`src/rtl/txs_pkg.sv`:
```
package txs_pkg;
  localparam int BIT_DONE = 7;
  localparam int BIT_IREQ = 6;
  localparam int BIT_JAB  = 5;
  localparam int BIT_UNDR = 4;
  localparam int BIT_MAXC = 3;
  localparam int BIT_OVFL = 2;
  localparam int BIT_RECL = 1;
  localparam int STAT_W   = 8;

  typedef struct packed {
    logic ireq;
    logic reclaim;
    logic maxcoll;
    logic underrun;
    logic jabber;
  } txs_evt_t;
endpackage

```
`src/rtl/tx_status_encode.sv`:
```
module tx_status_encode
  import txs_pkg::*;
(
  input  txs_evt_t          evt,
  output logic [STAT_W-1:0] stat_byte,
  output logic              fatal
);
  always_comb begin
    stat_byte           = '0;
    stat_byte[BIT_DONE] = 1'b1;
    stat_byte[BIT_IREQ] = evt.ireq;
    stat_byte[BIT_JAB]  = evt.jabber;
    stat_byte[BIT_UNDR] = evt.underrun;
    stat_byte[BIT_MAXC] = evt.maxcoll;
    stat_byte[BIT_RECL] = evt.reclaim;
    fatal               = evt.maxcoll;
  end
endmodule

```
`src/rtl/tx_status_fifo.sv`:
```
module tx_status_fifo
  import txs_pkg::*;
#(
  parameter int DEPTH = 32,
  parameter int W     = STAT_W
) (
  input  logic         clk,
  input  logic         rst,
  input  logic         flush,
  input  logic         push,
  input  logic [W-1:0] push_data,
  input  logic         pop,
  output logic [W-1:0] top_data,
  output logic         nonempty,
  output logic         ovf_hit
);
  localparam int AW = (DEPTH > 1) ? $clog2(DEPTH) : 1;
  localparam int CW = $clog2(DEPTH + 1);
  localparam logic [AW-1:0] LAST_IDX = AW'(DEPTH - 1);
  localparam logic [CW-1:0] FULL_CNT = CW'(DEPTH);

  logic [W-1:0]  mem [DEPTH];
  logic [AW-1:0] wr_ptr, rd_ptr, prev_ptr;
  logic [CW-1:0] count;
  logic [W-1:0]  newest_q;
  logic          full, do_push, do_pop, wr_en;
  logic [AW-1:0] wr_addr;
  logic [W-1:0]  wr_byte;

  function automatic logic [AW-1:0] inc(input logic [AW-1:0] p);
    return (p == LAST_IDX) ? '0 : p + 1'b1;
  endfunction

  assign full     = (count == FULL_CNT);
  assign do_pop   = pop && (count != '0);
  assign do_push  = push && (!full || do_pop);
  assign ovf_hit  = push && full && !do_pop;
  assign prev_ptr = (wr_ptr == '0) ? LAST_IDX : wr_ptr - 1'b1;

  // one write port: either a new entry or the overflow mark on the newest one
  always_comb begin
    wr_en   = !flush && (do_push || ovf_hit);
    wr_addr = ovf_hit ? prev_ptr : wr_ptr;
    wr_byte = push_data;
    if (ovf_hit) begin
      wr_byte           = newest_q;
      wr_byte[BIT_OVFL] = 1'b1;
    end
  end

  always_ff @(posedge clk) begin
    if (wr_en) mem[wr_addr] <= wr_byte;
  end

  assign top_data = mem[rd_ptr];

  always_ff @(posedge clk) begin
    if (rst || flush) begin
      wr_ptr   <= '0;
      rd_ptr   <= '0;
      count    <= '0;
      nonempty <= 1'b0;
      newest_q <= '0;
    end else begin
      if (do_push) wr_ptr <= inc(wr_ptr);
      if (do_pop)  rd_ptr <= inc(rd_ptr);
      if (wr_en)   newest_q <= wr_byte;
      case ({do_push, do_pop})
        2'b10: begin count <= count + 1'b1; nonempty <= 1'b1; end
        2'b01: begin count <= count - 1'b1; nonempty <= (count != CW'(1)); end
        default: ;
      endcase
    end
  end

  a_r7_count_bound: assert property (@(posedge clk) disable iff (rst)
    count <= FULL_CNT);
  a_r8_full_drop: assert property (@(posedge clk) disable iff (rst)
    (full && push && !pop && !flush) |=> (count == FULL_CNT));
  a_r5_pop_one: assert property (@(posedge clk) disable iff (rst)
    (pop && !push && count != '0 && !flush) |=> (count == $past(count) - 1'b1));
  a_r11_push_pop_same: assert property (@(posedge clk) disable iff (rst)
    (pop && push && count != '0 && !flush) |=> (count == $past(count)));
  a_r6_nonempty_flag: assert property (@(posedge clk) disable iff (rst)
    nonempty == (count != '0));
endmodule

```
`src/rtl/tx_enable_latch.sv`:
```
module tx_enable_latch (
  input  logic clk,
  input  logic rst,
  input  logic clear,
  input  logic enable_cmd,
  input  logic disable_evt,
  output logic enabled_q
);
  always_ff @(posedge clk) begin
    if (rst || clear)     enabled_q <= 1'b1;
    else if (disable_evt) enabled_q <= 1'b0;
    else if (enable_cmd)  enabled_q <= 1'b1;
  end

  a_r9_disable_wins: assert property (@(posedge clk) disable iff (rst)
    (disable_evt && !clear) |=> !enabled_q);
  a_r9_enable_cmd: assert property (@(posedge clk) disable iff (rst)
    (enable_cmd && !disable_evt) |=> enabled_q);
endmodule

```
`src/rtl/tx_status_queue.sv`:
```
module tx_status_queue
  import txs_pkg::*;
#(
  parameter int DEPTH = 32
) (
  input  logic        clk,
  input  logic        rst,
  input  logic        ev_valid,
  input  logic        ev_ireq,
  input  logic        ev_reclaim,
  input  logic        ev_maxcoll,
  input  logic        ev_underrun,
  input  logic        ev_jabber,
  input  logic        host_rd,
  input  logic        host_wr,
  input  logic [7:0]  host_wdata,
  input  logic        tx_en_cmd,
  input  logic        tx_reset,
  output logic [7:0]  rd_data,
  output logic        tx_complete,
  output logic        tx_enabled
);
  txs_evt_t          evt;
  logic [STAT_W-1:0] enc_byte, top_byte;
  logic              enc_fatal, accept, ovf_hit, nonempty, disable_evt;
  logic              wdata_unused;

  assign evt          = '{ireq: ev_ireq, reclaim: ev_reclaim, maxcoll: ev_maxcoll,
                          underrun: ev_underrun, jabber: ev_jabber};
  assign wdata_unused = ^host_wdata;
  assign accept       = ev_valid && tx_enabled;
  assign disable_evt  = accept && (enc_fatal || ovf_hit);

  tx_status_encode u_enc (
    .evt       (evt),
    .stat_byte (enc_byte),
    .fatal     (enc_fatal)
  );

  tx_status_fifo #(.DEPTH(DEPTH), .W(STAT_W)) u_fifo (
    .clk       (clk),
    .rst       (rst),
    .flush     (tx_reset),
    .push      (accept),
    .push_data (enc_byte),
    .pop       (host_wr),
    .top_data  (top_byte),
    .nonempty  (nonempty),
    .ovf_hit   (ovf_hit)
  );

  tx_enable_latch u_en (
    .clk         (clk),
    .rst         (rst),
    .clear       (tx_reset),
    .enable_cmd  (tx_en_cmd),
    .disable_evt (disable_evt),
    .enabled_q   (tx_enabled)
  );

  always_ff @(posedge clk) begin
    if (rst || tx_reset) rd_data <= '0;
    else if (host_rd)    rd_data <= nonempty ? top_byte : '0;
  end

  assign tx_complete = nonempty;

  a_r4_empty_read_zero: assert property (@(posedge clk) disable iff (rst)
    (host_rd && !tx_complete && !tx_reset) |=> (rd_data == 8'h00));
  a_r9_disabled_drop: assert property (@(posedge clk) disable iff (rst)
    (!tx_enabled && ev_valid && !host_wr && !tx_reset) |=> $stable(tx_complete));
  a_r10_flush: assert property (@(posedge clk) disable iff (rst)
    tx_reset |=> (!tx_complete && tx_enabled));
  a_r2_done_bit: assert property (@(posedge clk) disable iff (rst)
    (host_rd && tx_complete && !tx_reset) |=> rd_data[BIT_DONE]);
endmodule

```
`config.mk`:
```
export PLATFORM = sky130hd
export DESIGN_NAME = tx_status_queue
export DESIGN_NICKNAME = d
export VERILOG_FILES = /design/src/rtl/txs_pkg.sv /design/src/rtl/tx_status_encode.sv /design/src/rtl/tx_status_fifo.sv /design/src/rtl/tx_enable_latch.sv /design/src/rtl/tx_status_queue.sv
export SDC_FILE = /design/constraint.sdc
export NUM_CORES = 1
export LEC_CHECK = 0
export BUFFER_PORTS_ARGS = -buffer_cell sky130_fd_sc_hd__clkbuf_2
export CAP_MARGIN = 20
export CORE_ASPECT_RATIO = 1.4
export CORE_UTILIZATION = 50
export DETAILED_ROUTE_END_ITERATION = 7
export GPL_ROUTABILITY_DRIVEN = 0
export PLACE_DENSITY = 0.67
export RECOVER_POWER = 100
export SYNTH_ARGS = -nofsm -noshare
export SYNTH_HDL_FRONTEND = slang
export SYNTH_SLANG_ARGS = --single-unit
```
`constraint.sdc`:
```
create_clock -name clk -period 7.6 [get_ports clk]
set_input_delay 1.52 -clock clk [delete_from_list [all_inputs] [get_ports clk]]
set_output_delay 1.52 -clock clk [all_outputs]
set_load 0.01 [all_outputs]
```
==> results of run 1 <==
-- kinds of logic (layout without fill, tap and decap cells) --
family                     Yosys count  after routing  synth area share
xor gates and xnor gates             4              4           0.00287
adders and majority gates           10             10            0.0103
buffers and inverters               56            113            0.0203
and+or+nand+nor                    156            156            0.0777
DFF                                294            294             0.693
muxes                              107            107             0.131
AOI/OAI and AO/OA                  109            109            0.0655
-- power by group --
group | internal (mW) | total (mW) | switching [mW]
clock | 0.926 | 1.52 | 0.593
sequential | 1.75 | 1.75 | 0.00507
combinational | 0.0279 | 0.0849 | 0.0569
total | 2.70 | 3.36 | 0.655
-- through the flow --
stage | util | cell area (um^2) | hold WS (ns) | power [mW]
2_1_floorplan | - | 12200 | 0.431 | 1.85
3_3_place_gp | 0.531 | 12700 | 0.442 | 1.87
3_5_place_dp | 0.532 | 12700 | 0.448 | 1.87
4_1_cts | 0.575 | 13800 | 0.458 | 3.38
5_1_grt | 0.568 | 13600 | 0.479 | 3.45
6_report | 0.568 | 13600 | 0.455 | 3.36
-- worst max-delay path, stage by stage --
cell      delay [ns]
clkbuf_1        0.09
and3b_1         0.31
nand3_1         0.34
inv_1           0.96
mux2_1          0.68
nor4b_1         1.64
-- cell usage in the layout, fill, tap and decap left out, drive strengths merged, types with 18 or more instances in the layout --
cell type and instances:
a21oi 22, clkbuf 86, dfxtp 38, edfxtp 256, mux2i 51, mux4 40
nand2 21, nor2 18, nor2b 21
-- layout make-up --
class / count / area (um^2)
multi-input combinational: 386 / 3480
clock inverter: 13 / 184
clock buffer: 38 / 853
tap: 310 / 388
fill: 1921 / 10400
inverter: 11 / 41.3
sequential: 294 / 8450
timing repair buffer: 51 / 214
-- flip-flops by register name, indices dropped and copies added (netlist names), named ones only --
name             count
u_fifo.mem         256
u_fifo.wr_ptr        5
u_fifo.nonempty      1
u_en.enabled_q       1
u_fifo.count         6
u_fifo.rd_ptr        5
rd_data              8
u_fifo.newest_q      7
-- layer usage --
layer / share of wire / routed length (um)
met1: 0.40 / 10300
met2: 0.52 / 13400
met3: 0.049 / 1270
met4: 0.028 / 708
met5: 0 / 0
-- final timing paths --
check	slack [ns]	to
worst max-delay path	2.16	u_fifo.mem[22][6]
worst min-delay path	0.45	u_fifo.newest_q[3]
worst max register to register	2.49	u_fifo.mem[22][6]
worst min register to register	0.45	u_fifo.newest_q[3]
==> flow_summary.json, run 1 <==
{
  "place_inst": 1050,
  "grt_pass1_wl_mm": 39.6,
  "ys.flop_type": "edfxtp_1",
  "worstHoldPathType": "flop to flop",
  "cp_max_fo": 37,
  "insertion_delay_ns": 0.54,
  "busiest_layer": "met2",
  "gr-usage-met2": 0.361,
  "first_pass_iters": 7,
  "relSlewSlack": -1.51,
  "outcome": "finished, violations left",
  "htree_levels": 1,
  "vias": 6678,
  "final-setup-viol-count": 0,
  "grt_remaining_overflow": 0,
  "drive_above_1_share": 0.150,
  "pre_cts_ws_ns": 2.95,
  "track_usage": 0.211,
  "setup.worst_path.start": "host_wr",
  "synthArstFlopShare": 0,
  "first_iter_violations": 548,
  "violations": "capacitance limit, slew limit",
  "drt-wirelength-per-cell_um": 23.3,
  "antenna_found_initial": 0,
  "path_clk_slew_ns": 0.06,
  "syn_nets": 766,
  "synthesis.area_um2": 12200,
  "die_area_um2": 25000,
  "rows": 67,
  "postRouteAntennaNets": 0,
  "cts-root-buf": "clkbuf_16",
  "ys_ff_latch": 294,
  "wirelength_mm": 25.7,
  "period_minus_slack_ns": 5.44,
  "fin_skew_ns": 0.0124,
  "grt_pass1_vias": 6891,
  "tns_ns": 0,
  "crit_arrival_ns": 5.56,
  "ys_warn_count": 0,
  "ys_seq_area_frac": 0.693,
  "crit_required_ns": 7.72,
  "worst_pin_slew_ns": 3.76,
  "cts_tree": "yes",
  "min-delay-start": "u_fifo.newest_q[3]",
  "synthTopCellsByCount": "edfxtp_1, mux2i_1, mux4_2",
  "fin_crit_sh": 0.715,
  "synth_top_cell_area_share": 0.630,
  "drc": 0,
  "via_per_inst": 6.05,
  "coreArea_um2": 24000,
  "antenna_cells": 0,
  "reg2reg_from": "u_fifo.count[1]",
  "cts_setup_buffers": 0,
  "clock.fmax_mhz": 184,
  "power_density_nw_per_um2": 247,
  "synth_edf_count": 256,
  "fin_nets": 802,
  "grtUsageMet1": 0.274,
  "cap_violations": 9,
  "gr-usage-met3": 0.0269,
  "dp_hpwl_mm": 16.3,
  "cts_hold_buffers": 0,
  "io_pins": 30,
  "io_buffers": 21,
  "final_cell_count_no_fill": 1103,
  "rsz0062_at_grt": "false",
  "synth_cell_types": 61,
  "synthTopCellsByArea": "edfxtp_1, mux4_2, dfxtp_1, mux2i_1, mux2_2",
  "setup_slack_ns": 2.16,
  "die_w_um": 134,
  "cts_buffers": 28,
  "rr_worst_depth": 7,
  "cts_buffer_depth": 3,
  "p_leak_nw": 4.22,
  "hold_violations": 0,
  "postCtsResizedCells": 0,
  "die_y_um": 187,
  "start_util": 0.509,
  "slew_violations": 119,
  "path_class": "primary input to flop",
  "avgSynthCellArea_um2": 16.6,
  "holdPathStages": 2,
  "synth_top_area_cell": "edfxtp_1",
  "max-vdd-ir-drop_mv": 0.173,
  "cts.sinks": 294,
  "end_kind": "flop",
  "synth_most_common_cell": "edfxtp_1",
  "grt_max_degree": 56,
  "postSynthCellCount": 736,
  "cp-start-kind": "primary input",
  "area.growth.synth_to_final_pct": 11.6
}
(Power assumes the default switching activity.)
==> run 2, diff against run 1 <==
Settings changed: ABC_AREA set to 1, PLACE_DENSITY 0.67 to 0.7.
Clock period 7.6 ns to 4.92 ns, I/O delays scaled along.
==> run 2 against run 1 <==
Net effect:
- the flow still finishes with violations (capacitance limit, slew limit)
- largest cell class unchanged
- highest routed layer unchanged
- sequential share of layout area fell by 0.091 points
- largest power group unchanged
- first-iteration DRC count up 31%
- final cell count up 37%
- power up 56%
==> flow_summary.json, run 2 <==
{
  "synth_most_common_cell": "nand2_1",
  "synthesis.area_um2": 12400,
  "cts_setup_buffers": 0,
  "cts_buffer_depth": 3,
  "reg_top3": "u_fifo.mem x256, rd_data x8, u_fifo.newest_q x7",
  "syn_nets": 1197,
  "cp_max_fo": 34,
  "area.growth.synth_to_final_pct": 10.3,
  "path_class": "flop to flop",
  "postCtsResizedCells": 0,
  "power_density_nw_per_um2": 385,
  "grt_remaining_overflow": 0,
  "fin_skew_ns": 0.0107,
  "largest_register_ffs": 256,
  "cts_hold_buffers": 0,
  "seqPwrFrac": 0.519,
  "antenna_found_initial": 0,
  "cts_buffers": 27,
  "p_comb_frac": 0.045,
  "drive_above_1_share": 0.0744,
  "ys.flop_type": "edfxtp_1",
  "final_common_cell": "nand2_1",
  "die_area_um2": 25400,
  "cts-root-buf": "clkbuf_16",
  "postRouteAntennaNets": 0,
  "dp_hpwl_mm": 16.2,
  "first_pass_iters": 5,
  "cts.sinks": 294,
  "switching_share": 0.204,
  "cp-start-kind": "flop",
  "avgSynthCellArea_um2": 10.6,
  "path_clk_slew_ns": 0.07,
  "postSynthCellCount": 1167,
  "slew_violations": 101,
  "p_leak_nw": 5.06,
  "htree_levels": 1,
  "crit_required_ns": 5.31,
  "drt-wirelength-per-cell_um": 17.7,
  "rsz0062_at_grt": "false",
  "final_cell_count_no_fill": 1506,
  "ys_warn_count": 0,
  "worstHoldPathType": "flop to flop",
  "num-fill-cells": 1935,
  "rows": 67,
  "ys_ff_latch": 294,
  "hold_ws_ns": 0.468,
  "outcome": "finished, violations left",
  "hold_violations": 0,
  "finalInstanceArea_um2": 13600,
  "final_cell_mix": "nand2_1, edfxtp_1, nand3_1, nor2_1, inv_1",
  "drc": 0,
  "die_y_um": 188,
  "synth_cell_types": 31,
  "wirelength_mm": 26.6,
  "via_per_inst": 5.44,
  "period_minus_slack_ns": 3.83,
  "track_usage": 0.213,
  "io_pins": 30,
  "first_iter_violations": 716,
  "tns_ns": 0,
  "grt_pass1_vias": 7670,
  "post-route-util": 0.567,
  "vias": 8187,
  "internal_power_mw": 4.17,
  "top_register": "u_fifo.mem",
  "synthArstFlopShare": 0,
  "synth_top_cell_area_share": 0.622,
  "grt_max_degree": 70,
  "max-vdd-ir-drop_mv": 0.238,
  "place_inst": 1453,
  "crit_arrival_ns": 4.22,
  "final-setup-viol-count": 0,
  "antenna_cells": 0,
  "synthTopCellsByArea": "edfxtp_1, nand2_1, nand3_1, dfxtp_1, nor2_1",
  "cts_tree": "yes",
  "ys_seq_area_frac": 0.684,
  "relSlewSlack": -0.216,
  "grt_pass1_wl_mm": 41.1,
  "power_switching_mw": 1.07,
  "start_util": 0.513,
  "die_w_um": 135,
  "fin_nets": 1206,
  "insertion_delay_ns": 0.53,
  "synth_edf_count": 256,
  "end_kind": "flop",
  "violations": "capacitance limit, slew limit",
  "coreArea_um2": 24100,
  "io_buffers": 21,
  "synthTopCellsByCount": "nand2_1, edfxtp_1, nand3_1",
  "cap_violations": 3,
  "synth_top_area_cell": "edfxtp_1",
  "dpl_cell_area_um2": 12700,
  "worst_pin_slew_ns": 1.82,
  "fin_crit_sh": 0.778,
  "clock.fmax_mhz": 261,
  "clkPwrFrac": 0.436
}
[run 2: worst max-delay path, cell delays in order (launching register included)]
cell,delay [ns]
dfxtp_1,0.36
inv_1,0.89
clkbuf_1,1.30
nand3_1,0.28
nand2_1,0.21
nand2_1,0.06
nand3_1,0.11
nand3_1,0.19
nand3_1,0.17
a21oi_1,0.08
[run 2: worst paths after layout]
check,start,end,slack [ns],cells past startpoint
worst min-delay path,rd_data[7],rd_data[7],0.47,2
worst max register to register,flop,rd_data[6],1.09,9
worst min register to register,rd_data[7],rd_data[7],0.47,2
worst max-delay path,flop,rd_data[6],1.09,9
[run 2: power by group through the flow]
stage | logic [mW] | clock network, mW | registers (mW)
6_report | 0.237 | 2.28 | 2.72
5_1_grt | 0.264 | 2.39 | 2.72
4_1_cts | 0.236 | 2.30 | 2.72
3_5_place_dp | 0.235 | 0 | 2.78
3_3_place_gp | 0.230 | 0 | 2.78
2_1_floorplan | 0.169 | 0 | 2.77
[run 2: per-stage QoR]
stage | power, mW | setup slack (ns)
CTS | 5.26 | 1.73
finish | 5.24 | 1.09
detailed placement | 3.01 | 1.24
global route | 5.38 | 0.765
global placement | 3.01 | 1.30
floorplan | 2.94 | 1.99
[run 2: layout make-up]
cell class | count | area [um^2] | share of cell area
clock buffers | 29 | 703 | 0.0516
clock inverters | 20 | 284 | 0.0208
inverters | 46 | 174 | 0.0128
multi-input cells | 771 | 3460 | 0.254
flip-flops and latches | 294 | 8450 | 0.620
well taps | 310 | 388 | 0.0285
repair buffers | 36 | 175 | 0.0128
[run 2: layer usage]
metal	vias up	wire length, um	GRT usage
met5	-	0	0
met1	3853	10800	0.278
met4	0	968	0.0834
li1	3994	-	-
met2	274	13300	0.364
met3	66	1610	0.0227
[run 2: cells by family (layout without fill, tap and decap cells)]
family,count (synthesis),after routing,synth area share
AND/OR/NAND/NOR,700,700,0.242
flip-flops,294,294,0.684
adder cells (fa/ha/maj),10,10,0.0101
buffers and inverters,102,131,0.0345
XOR/XNOR,3,3,0.00213
AO/OA/AOI/OAI,58,58,0.0276
==> run 3, diff against run 2 <==
Settings changed: ABC_AREA 1 to 0.
Clock period 4.92 ns to 3.2 ns, I/O delays scaled along.
==> run 3 against run 2 <==
Net effect:
- the run now ends clean
- clock skew increased by 0.0051 ns
- die area shrank 1.3%
- power rose by 41%
- clock power grew 33%
- critical path depth down 1
- final area rose by 0.11%
- setup slack got worse by 0.82 ns
- global-route usage decreased by 0.72 points
- sequential cell count unchanged
- largest cell class unchanged
- largest power group unchanged
==> flow_summary.json, run 3 (synthesized netlist as in run 1, its figures left out) <==
{
  "area.growth.synth_to_final_pct": 11.9,
  "path_common_cell": "inv_1",
  "post-route-util": 0.569,
  "htree_levels": 1,
  "die_w_um": 134,
  "fin_crit_sh": 0.916,
  "io_pins": 30,
  "antenna_found_initial": 0,
  "worst_pin_slew_ns": 1.18,
  "start_util": 0.509,
  "grt_remaining_overflow": 0,
  "grt_pass1_vias": 6837,
  "top_register": "u_fifo.mem",
  "clock.fmax_mhz": 341,
  "power_density_nw_per_um2": 542,
  "r2r_setup_slack_ns": 0.27,
  "switching_share": 0.198,
  "cts_tree": "yes",
  "seqPwrFrac": 0.564,
  "final-setup-viol-count": 0,
  "slowest_delay_ns": 0.51,
  "reg_top3": "u_fifo.mem x256, rd_data x8, u_fifo.newest_q x7",
  "relSlewSlack": 0.212,
  "dpl_cell_area_um2": 12900,
  "finalPower_mw": 7.40,
  "rsz0062_at_grt": "false",
  "p_comb_frac": 0.026,
  "first_iter_violations": 624,
  "grt_max_degree": 34,
  "first_pass_iters": 5,
  "pre_cts_ws_ns": 0.0506,
  "final_cell_mix": "edfxtp_1, mux2i_1, mux4_2, dfxtp_1, clkbuf_2",
  "coreArea_um2": 24000,
  "reg2reg_from": "u_fifo.count[1]",
  "period_minus_slack_ns": 2.93,
  "drc": 0,
  "num-fill-cells": 1864,
  "path_cells": "inv_1, ha_1, and3b_1, nand3_1, inv_1, mux2_2, nor4b_1, buf_4",
  "postCtsResizedCells": 0,
  "internal_power_mw": 5.94,
  "finalInstanceArea_um2": 13600,
  "path_class": "flop to flop",
  "rr_worst_depth": 8,
  "max-vdd-ir-drop_mv": 0.495,
  "final_common_cell": "edfxtp_1",
  "die_area_um2": 25000,
  "p_leak_nw": 4.31,
  "drive_above_1_share": 0.202,
  "hold_violations": 0,
  "cts.sinks": 294,
  "power_switching_mw": 1.47,
  "slew_violations": 0,
  "drt-wirelength-per-cell_um": 22.5,
  "cts_setup_buffers": 0,
  "clkPwrFrac": 0.410,
  "insertion_delay_ns": 0.52,
  "vias": 6796,
  "dp_hpwl_mm": 16.9,
  "cts_buffers": 27,
  "cp_slowest_cell": "mux2_2",
  "track_usage": 0.206,
  "grt_pass1_wl_mm": 39.2,
  "setup.worst_path.start": "u_fifo.count[1]",
  "die_y_um": 187,
  "tns_ns": 0,
  "fin_nets": 820,
  "outcome": "complete, no violations",
  "crit_required_ns": 3.43,
  "cp-start-kind": "flop",
  "fin_skew_ns": 0.0158,
  "seqCellArea_um2": 8450,
  "cts-root-buf": "clkbuf_16",
  "worstHoldPathType": "primary input to flop",
  "cap_violations": 0,
  "crit_arrival_ns": 3.16,
  "setup_slack_ns": 0.270,
  "wirelength_mm": 25.2,
  "cts_hold_buffers": 0,
  "timing.rr.end": "u_fifo.mem[18][3]",
  "largest_register_ffs": 256,
  "cp_max_fo": 16,
  "crit_end": "u_fifo.mem[18][3]",
  "end_kind": "flop",
  "multi_input_area_um2": 3500,
  "io_buffers": 21,
  "rows": 67,
  "path_clk_slew_ns": 0.06,
  "via_per_inst": 6.06,
  "cts_buffer_depth": 3,
  "postRouteAntennaNets": 0
}
[run 3: final cells by class]
cell class,instances,area share
multi-input cells,386,0.257
well taps,310,0.0284
diodes,1,0.000183
clock buffers,39,0.0550
inverters,11,0.00303
flip-flops and latches,294,0.619
repair buffers,70,0.0309
clock inverters,10,0.00633
[run 3: how the worst min path moves through the flow]
stage / cells past startpoint / end / slack, ns / start
after floorplan: 2 / u_fifo.newest_q[7] / 0.43 / u_fifo.newest_q[7]
after global placement: 2 / u_fifo.newest_q[1] / 0.44 / u_fifo.newest_q[1]
after detailed placement: 2 / u_fifo.newest_q[3] / 0.45 / u_fifo.newest_q[3]
after CTS: 3 / u_fifo.newest_q[5] / 0.35 / ev_jabber
after global routing: 3 / u_fifo.newest_q[6] / 0.35 / ev_ireq
final: 3 / u_fifo.newest_q[6] / 0.37 / ev_ireq
[run 3: layer usage]
metal | wire length, um | global-route usage | vias to the layer above | part of all wire
met3 | 1120 | 0.0269 | 48 | 0.044
met4 | 904 | 0.0747 | 0 | 0.036
met1 | 10200 | 0.263 | 3457 | 0.40
li1 | - | - | 3076 | -
met2 | 13000 | 0.357 | 215 | 0.52
met5 | 0 | 0 | - | 0
[run 3: critical path: cells and delay by family, from the launching register on]
kind	cells	cell delay (ns)
fa+ha+maj	1	0.17
buf+inv	3	0.61
flops	1	0.34
mux	1	0.51
simple gates	3	1.00
[run 3: through the flow]
stage,hold slack (ns),instances
6_report,0.370,1121
5_1_grt,0.352,1120
4_1_cts,0.353,1119
3_5_place_dp,0.446,1070
3_3_place_gp,0.442,1070
2_1_floorplan,0.431,736
[run 3: power groups by stage]
stage          logic, mW  registers (mW)  clock network [mW]
6_report           0.196            4.17                3.03
4_1_cts            0.202            4.17                3.08
3_3_place_gp       0.191            4.25                   0
2_1_floorplan      0.139            4.24                   0
5_1_grt            0.213            4.17                3.23
3_5_place_dp       0.200            4.26                   0
